===== src/rtl/can_rr_pkg.sv =====
package can_rr_pkg;
   typedef enum logic [1:0] {
      SRC_EXT    = 2'd0,
      SRC_CPU    = 2'd1,
      SRC_BUSOFF = 2'd2
   } rr_src_e;

   localparam int ADDR_W = 3;
   localparam int NCFG   = 5;

   localparam logic [ADDR_W-1:0] A_CTRL   = 3'd0;
   localparam logic [ADDR_W-1:0] A_CMD    = 3'd1;
   localparam logic [ADDR_W-1:0] A_CFG_LO = 3'd2;
endpackage


===== src/rtl/can_rr_ctrl.sv =====
module can_rr_ctrl
   import can_rr_pkg::*;
(
   input  logic    clk,
   input  logic    rst_n,
   input  logic    cpu_set_i,
   input  logic    cpu_clr_i,
   input  logic    bus_off_i,
   output logic    rr_o,
   output rr_src_e src_o,
   output logic    abort_o,
   output logic    hold_o
);
   logic    rr_q, rr_d, rr_prev_q;
   rr_src_e src_q, src_d;

   always_comb begin
      rr_d  = rr_q;
      src_d = src_q;
      if (cpu_set_i && !rr_q) begin
         rr_d  = 1'b1;
         src_d = SRC_CPU;
      end else if (cpu_clr_i) begin
         rr_d  = 1'b0;
      end
      if (bus_off_i) begin
         rr_d  = 1'b1;
         src_d = SRC_BUSOFF;
      end
   end

   always_ff @(posedge clk or negedge rst_n) begin
      if (!rst_n) begin
         rr_q      <= 1'b1;
         rr_prev_q <= 1'b1;
         src_q     <= SRC_EXT;
      end else begin
         rr_q      <= rr_d;
         rr_prev_q <= rr_q;
         src_q     <= src_d;
      end
   end

   assign rr_o    = rr_q;
   assign src_o   = src_q;
   assign abort_o = rr_q & ~rr_prev_q;
   assign hold_o  = rr_q && (src_q == SRC_CPU);

   a_r2_abort_on_set: assert property (@(posedge clk) disable iff (!rst_n)
      (!rr_q && (cpu_set_i || bus_off_i)) |=> abort_o);
   a_r2_abort_single: assert property (@(posedge clk) disable iff (!rst_n)
      abort_o |=> !abort_o);
   a_r3_busoff_wins: assert property (@(posedge clk) disable iff (!rst_n)
      bus_off_i |=> (rr_q && src_q == SRC_BUSOFF));
   a_r4_no_self_clear: assert property (@(posedge clk) disable iff (!rst_n)
      (rr_q && !cpu_clr_i) |=> rr_q);
endmodule


===== src/rtl/can_rr_runcnt.sv =====
module can_rr_runcnt #(
   parameter int RUN_LEN    = 11,
   parameter int OCC_BUSOFF = 128
) (
   input  logic clk,
   input  logic rst_n,
   input  logic rr_i,
   input  logic busoff_src_i,
   input  logic tick_i,
   input  logic recessive_i,
   output logic ready_o
);
   localparam int RUN_W = $clog2(RUN_LEN);
   localparam int OCC_W = $clog2(OCC_BUSOFF + 1);

   if (RUN_LEN < 2) begin : g_bad_run
      $error("RUN_LEN must be at least 2");
   end
   if (OCC_BUSOFF < 1) begin : g_bad_occ
      $error("OCC_BUSOFF must be at least 1");
   end

   logic [RUN_W-1:0] run_q;
   logic [OCC_W-1:0] occ_q, target;

   assign target = busoff_src_i ? OCC_W'(OCC_BUSOFF) : OCC_W'(1);

   always_ff @(posedge clk or negedge rst_n) begin
      if (!rst_n) begin
         run_q <= '0;
         occ_q <= '0;
      end else if (rr_i) begin
         run_q <= '0;
         occ_q <= '0;
      end else if (tick_i && (occ_q < target)) begin
         if (!recessive_i) begin
            run_q <= '0;
         end else if (run_q == RUN_W'(RUN_LEN - 1)) begin
            run_q <= '0;
            occ_q <= occ_q + OCC_W'(1);
         end else begin
            run_q <= run_q + RUN_W'(1);
         end
      end
   end

   assign ready_o = !rr_i && (occ_q >= target);

   a_r7_dominant_restart: assert property (@(posedge clk) disable iff (!rst_n)
      (!rr_i && tick_i && !recessive_i) |=> (run_q == '0));
   a_r6_occ_bounded: assert property (@(posedge clk) disable iff (!rst_n)
      (occ_q <= OCC_W'(OCC_BUSOFF)));
   a_r5_ready_needs_clear: assert property (@(posedge clk) disable iff (!rst_n)
      ready_o |-> !rr_i);
endmodule


===== src/rtl/can_rr_regport.sv =====
module can_rr_regport
   import can_rr_pkg::*;
#(
   parameter int               W       = 8,
   parameter logic [W-1:0]     CFG_RST = '0
) (
   input  logic                    clk,
   input  logic                    rst_n,
   input  logic                    rr_i,
   input  logic                    busoff_src_i,
   input  logic                    ready_i,
   input  logic                    cpu_wr_i,
   input  logic [ADDR_W-1:0]       cpu_addr_i,
   input  logic [W-1:0]            cpu_wdata_i,
   output logic [W-1:0]            cpu_rdata_o,
   output logic                    cpu_set_o,
   output logic                    cpu_clr_o,
   output logic                    cmd_wr_o,
   output logic [W-1:0]            cmd_data_o,
   output logic [NCFG-1:0][W-1:0]  cfg_o
);
   if (W < 3) begin : g_bad_w
      $error("W must hold the three control bits");
   end

   logic wr_ctrl, wr_cmd;
   assign wr_ctrl   = cpu_wr_i && (cpu_addr_i == A_CTRL);
   assign wr_cmd    = cpu_wr_i && (cpu_addr_i == A_CMD);
   assign cpu_set_o = wr_ctrl &&  cpu_wdata_i[0];
   assign cpu_clr_o = wr_ctrl && !cpu_wdata_i[0];

   for (genvar k = 0; k < NCFG; k++) begin : g_cfg
      localparam logic [ADDR_W-1:0] MY_ADDR = A_CFG_LO + ADDR_W'(k);
      always_ff @(posedge clk or negedge rst_n) begin
         if (!rst_n)
            cfg_o[k] <= CFG_RST;
         else if (cpu_wr_i && rr_i && (cpu_addr_i == MY_ADDR))
            cfg_o[k] <= cpu_wdata_i;
      end
   end

   always_ff @(posedge clk or negedge rst_n) begin
      if (!rst_n) begin
         cmd_wr_o   <= 1'b0;
         cmd_data_o <= '0;
      end else begin
         cmd_wr_o <= wr_cmd && !rr_i;
         if (wr_cmd && !rr_i)
            cmd_data_o <= cpu_wdata_i;
      end
   end

   always_comb begin
      cpu_rdata_o = '0;
      if (cpu_addr_i == A_CTRL) begin
         cpu_rdata_o[0] = rr_i;
         cpu_rdata_o[1] = busoff_src_i;
         cpu_rdata_o[2] = ready_i;
      end else if (cpu_addr_i == A_CMD) begin
         cpu_rdata_o = '1;
      end else if (rr_i && (cpu_addr_i >= A_CFG_LO) &&
                   (cpu_addr_i < A_CFG_LO + ADDR_W'(NCFG))) begin
         cpu_rdata_o = cfg_o[cpu_addr_i - A_CFG_LO];
      end
   end

   a_r10_cmd_only_clear: assert property (@(posedge clk) disable iff (!rst_n)
      (wr_cmd && rr_i) |=> !cmd_wr_o);
   a_r11_cfg_locked: assert property (@(posedge clk) disable iff (!rst_n)
      !rr_i |=> $stable(cfg_o));
endmodule


===== src/rtl/can_rstreq_seq.sv =====
module can_rstreq_seq
   import can_rr_pkg::*;
#(
   parameter int RUN_LEN    = 11,
   parameter int OCC_BUSOFF = 128
) (
   input  logic       clk,
   input  logic       rst_n,
   input  logic       bus_off_i,
   input  logic       bit_tick_i,
   input  logic       bit_rx_i,
   input  logic       cpu_wr_i,
   input  logic [2:0] cpu_addr_i,
   input  logic [7:0] cpu_wdata_i,
   output logic [7:0] cpu_rdata_o,
   output logic       rr_o,
   output logic       abort_o,
   output logic       err_hold_o,
   output logic       ready_o,
   output logic       cmd_wr_o,
   output logic [7:0] cmd_data_o,
   output logic [7:0] acc_code_o,
   output logic [7:0] acc_mask_o,
   output logic [7:0] btim0_o,
   output logic [7:0] btim1_o,
   output logic [7:0] outctl_o
);
   localparam int W = 8;

   rr_src_e             src;
   logic                cpu_set, cpu_clr, busoff_src;
   logic [NCFG-1:0][W-1:0] cfg;

   can_rr_ctrl u_ctrl (
      .clk       (clk),
      .rst_n     (rst_n),
      .cpu_set_i (cpu_set),
      .cpu_clr_i (cpu_clr),
      .bus_off_i (bus_off_i),
      .rr_o      (rr_o),
      .src_o     (src),
      .abort_o   (abort_o),
      .hold_o    (err_hold_o)
   );

   assign busoff_src = (src == SRC_BUSOFF);

   can_rr_runcnt #(.RUN_LEN(RUN_LEN), .OCC_BUSOFF(OCC_BUSOFF)) u_run (
      .clk          (clk),
      .rst_n        (rst_n),
      .rr_i         (rr_o),
      .busoff_src_i (busoff_src),
      .tick_i       (bit_tick_i),
      .recessive_i  (bit_rx_i),
      .ready_o      (ready_o)
   );

   can_rr_regport #(.W(W)) u_regs (
      .clk          (clk),
      .rst_n        (rst_n),
      .rr_i         (rr_o),
      .busoff_src_i (busoff_src),
      .ready_i      (ready_o),
      .cpu_wr_i     (cpu_wr_i),
      .cpu_addr_i   (cpu_addr_i),
      .cpu_wdata_i  (cpu_wdata_i),
      .cpu_rdata_o  (cpu_rdata_o),
      .cpu_set_o    (cpu_set),
      .cpu_clr_o    (cpu_clr),
      .cmd_wr_o     (cmd_wr_o),
      .cmd_data_o   (cmd_data_o),
      .cfg_o        (cfg)
   );

   assign acc_code_o = cfg[0];
   assign acc_mask_o = cfg[1];
   assign btim0_o    = cfg[2];
   assign btim1_o    = cfg[3];
   assign outctl_o   = cfg[4];

   a_r8_hold_only_in_rr: assert property (@(posedge clk) disable iff (!rst_n)
      err_hold_o |-> rr_o);
endmodule


===== config.mk =====
export PLATFORM = sky130hd
export DESIGN_NAME = can_rstreq_seq
export DESIGN_NICKNAME = d
export VERILOG_FILES = /design/src/rtl/can_rr_pkg.sv /design/src/rtl/can_rr_ctrl.sv /design/src/rtl/can_rr_runcnt.sv /design/src/rtl/can_rr_regport.sv /design/src/rtl/can_rstreq_seq.sv
export SDC_FILE = /design/constraint.sdc
export NUM_CORES = 1
export LEC_CHECK = 0
export BUFFER_PORTS_ARGS = -buffer_cell sky130_fd_sc_hd__buf_2
export CAP_MARGIN = 40
export CORE_AREA = 10 10 101 103
export CTS_BUF_LIST = sky130_fd_sc_hd__clkbuf_8
export DETAILED_ROUTE_END_ITERATION = 10
export DIE_AREA = 0 0 111 113
export GPL_TIMING_DRIVEN = 0
export SLEW_MARGIN = 20
export SYNTH_ARGS = -nofsm -noshare
export SYNTH_HDL_FRONTEND = slang
export SYNTH_SLANG_ARGS = --single-unit

===== constraint.sdc =====
create_clock -name clk -period 2.65 [get_ports clk]
set_input_delay 0.265 -clock clk [delete_from_list [all_inputs] [get_ports clk]]
set_output_delay 0.265 -clock clk [all_outputs]
set_load 0.05 [all_outputs]

==> summary.md <==
| Metric | Value |
|---|---|
| Pleak | around 0.002 uW |
| Rel. slew slack | 44.5% |
| # IOs | 78 |
| Post-synth EDFFs | 0 |
| Max-slew violations | 0 |
| Post-DR vias/cell | 5.31 |
| Ys flop type | dfrtp_1 |
| GRT Util Overall | 14.3% |
| PD cells | 850 nW/um^2 |
| GR Overflow Total | 0 |
| Async S/R FF share, synth | 100% |
| Yosys reg bits | 65 |
| CTS Buf Count | 9 |
| Dpl hpwl | 6660 um |
| Syn_area_per_cell | 11.5 um^2 |
| Data arrival, critical path | 2.21 ns |
| Critical R2R Launch | u_ctrl.src_o[1] |
| Setup WS pre-CTS | -0.400 ns |
| Initial antenna violation count | 0 |
| Synth Net Count | 317 |
| VDD IR max | 0.533 mV |
| HP Class | primary input to flop |
| Row count | 33 |
| Die Area | 12500 um^2 |
| Mapped Area | 3350 um^2 |
| Final Hold Fails | 0 |
| H-tree depth | 3 |
| Setup crit end | cpu_rdata_o[2] |
| Largest net degree at the start of global routing | 57 |
| Vias in the first global route | 2744 |
| Top cell type's share of synthesized area | 47.1% |
| Status | completed |
| Post-Synthesis Cells | 292 |
| Clk buf depth | 2 |
| Buf+Inv Stages, Crit Path | 1 |
| CP Cell Sequence | nand2_1, ha_1, or4b_4, nor4_2, a211oi_2, a2bb2oi_1, clkbuf_4 |
| Final hold slack | 0.105 ns |
| Core Area | 8130 um^2 |
| WP depth | 7 |
| Final worst path period need | between 2 and 2.5 ns |
| Unique masters post-synth | 43 |
| Root Driver | clkbuf_8 |
| Fraction of layout cells with a size suffix above 1 | 43.8% |
| Max incr delay on CP | 0.47 ns |
| Die X | about 110 um |
| Fillers | 723 |
| FF-to-FF setup slack | 0.28 ns |
| Synth area leaders | dfrtp_1 (47%), mux2_2 (18%), mux2i_1 (3.6%) |
| Iteration-0 DRC Markers | 89 |
| Max-cap violation count | 0 |
| Ant diodes | 0 |
| Die H | roughly 110 um |
| Post-synth top area cell | dfrtp_1 |
| Critical Path Source Type | flop |
| Initial Utilization | 41.1% |
| FF-to-FF path depth | 7 |
| First-pass iteration count of the detailed router | 5 |
| Most frequent cells after synthesis | dfrtp_1 (63), mux2_2 (54), nor2_1 (16), o21ai_0 (16), nand3_1 (14) |
| # DRC | 0 |
| CTS tree | built |
| Tot Pwr | 3580 uW |
| Port-buffer cells | a little under 80 |
| Syn-to-layout area delta | 25.7% |
| YS warnings | 0 |
| Worst Setup SP | u_ctrl.src_o[1] |
| WL/cell | 18.2 um |
| Most common cell in the netlist | dfrtp_1 |
| Post-synthesis sequential area ratio | roughly half |
| Final Setup Violations | 0 |
| GPL Wtd Cong | 0.842 |
| Critical path's slowest cell | or4b_4 |
| Critical Path End Type | output port |
| Final worst slack | 0.174 ns |
| Layout net count | 406 |
| RSZ-0062 raised after global routing | no |
| FF-to-FF End | u_run.occ_q[7] |
| Fmax | 404 MHz |
| Post-CTS Setup Repair Bufs | 0 |
| Clk pin slew, worst setup/hold paths | 0.07 ns |
| Slew @ Worst Pin | 0.828 ns |
| Clk Latency, worst-skew pair | 0.34 ns |
| CP required | between 2 and 2.5 ns |
| Kind of critical path | flop to output port |
| CP max FO | 3 |
| Layout Skew | 0.00849 ns |
| Total number of vias | 2609 |
| ANT nets after route | 0 |
| First-pass GRT wire length | 14400 um |
| Clock Sinks | 65 |
| Final period util | around 93% |
| Top Family by Delay on Critical Path | simple AND/OR/NAND/NOR gates |
| Post-Route WL | slightly below 9000 um |
[worst min path at each step]
stage | from | to | slack (ns) | cells after the start
final | bus_off_i | u_ctrl.src_o[0] | 0.10 | 2
after global placement | u_ctrl.rr_o | u_ctrl.rr_prev_q | 0.36 | 0
after global routing | bus_off_i | u_ctrl.src_o[0] | 0.09 | 2
after CTS | bus_off_i | u_ctrl.src_o[0] | 0.09 | 2
after floorplan | rst_n | u_ctrl.src_o[0] | -0.03 | 0
after detailed placement | rst_n | u_run.run_q[0] | 0.12 | 1
[area by class of cell]
cell class / count / area, um^2 / share of cell area [%]
timing repair buffer: 81 / 440 / 10.5
buffer: 10 / 43.8 / 1.04
sequential: 65 / 1630 / 38.7
tap: 105 / 131 / 3.12
clock buffer: 10 / 138 / 3.27
multi-input combinational: 205 / 1680 / 39.9
clock inverter: 6 / 114 / 2.71
inverter: 9 / 33.8 / 0.803
[worst reg2reg max path: cells and delay by family, from the launching register on]
kind / cells / cell delay [ns]
muxes: 1 / 0.35
buffers and inverters: 1 / 0.18
AOI/OAI and AO/OA: 1 / 0.40
and+or+nand+nor: 3 / 0.77
adders and majority gates: 1 / 0.15
DFF: 1 / 0.40
[report_power, final]
part	switching (uW)	internal, uW
Clock	396	653
Sequential	124	1160
Combinational	909	337
[stage by stage]
| step | setup TNS [ns] | cells | cell area [um^2] | utilization (%) |
|---|---|---|---|---|
| detailed placement | -1.94 | 476 | 3930 | 48.3 |
| global route | 0 | 491 | 4210 | 51.7 |
| global placement | -1.92 | 474 | 3890 | 47.9 |
| finish | 0 | 491 | 4210 | 51.7 |
| CTS | 0 | 492 | 4190 | 51.5 |
| floorplan | -0.227 | 292 | 3380 | - |
[cells in the final DEF, fill, tap and decap left out, types with 2 or more instances in the layout]
master and n:
buf_2 78, dfrtp_1 63, mux2_2 54, nor2_1 16, nand3_1 14, a21oi_1 13
mux2i_1 12, o21ai_0 10, clkbuf_8 10, inv_1 9, nand2_1 8, nor2b_1 8
clkbuf_1 7, nand2b_1 7, ha_1 7, or3_1 4, o21ai_2 4, nand4_1 4
nand3b_1 3, nor3_1 3, or4_1 3, buf_4 3, o31ai_1 3, bufinv_16 3
nor4b_1 2, o21ai_1 2, a211oi_2 2, a21boi_0 2, nor3_2 2, and4b_1 2
nor3b_1 2, clkinvlp_4 2, dfstp_2 2
[metal layers]
| layer | GRT usage [%] | wire [um] |
|---|---|---|
| met5 | 0 | 0 |
| met2 | 24.2 | 4310 |
| met1 | 16.2 | 3890 |
| met4 | 3.91 | 84 |
| met3 | 5.86 | 634 |
[sequential cells by signal, indices dropped and copies added, names as in the netlist]
register           flops
u_ctrl.rr_o            1
u_ctrl.rr_prev_q       1
u_ctrl.src_o           2
u_regs.cfg_o          40
u_regs.cmd_data_o      8
u_regs.cmd_wr_o        1
u_run.occ_q            8
u_run.run_q            4
[cell families (layout without fill, tap and decap cells)]
family	after synthesis	after routing	share of synthesized area (%)
multiplexers	67	67	22.4
flip-flops	65	65	48.7
buffers and inverters	22	116	2.65
AND/OR/NAND/NOR	84	84	14.6
AO/OA/AOI/OAI	46	46	8.67
adder cells (fa/ha/maj)	8	8	2.99
[repair_timing]
item / 4_1_cts / 5_1_grt
endpoints found under the hold margin: 9 / 0
pin swaps: 0 / 0
resized for setup: 2 / 3
hold buffers: 1 / 0
endpoints found under the setup margin: 7 / 8
No activity file was read; power rests on OpenSTA's default activity.
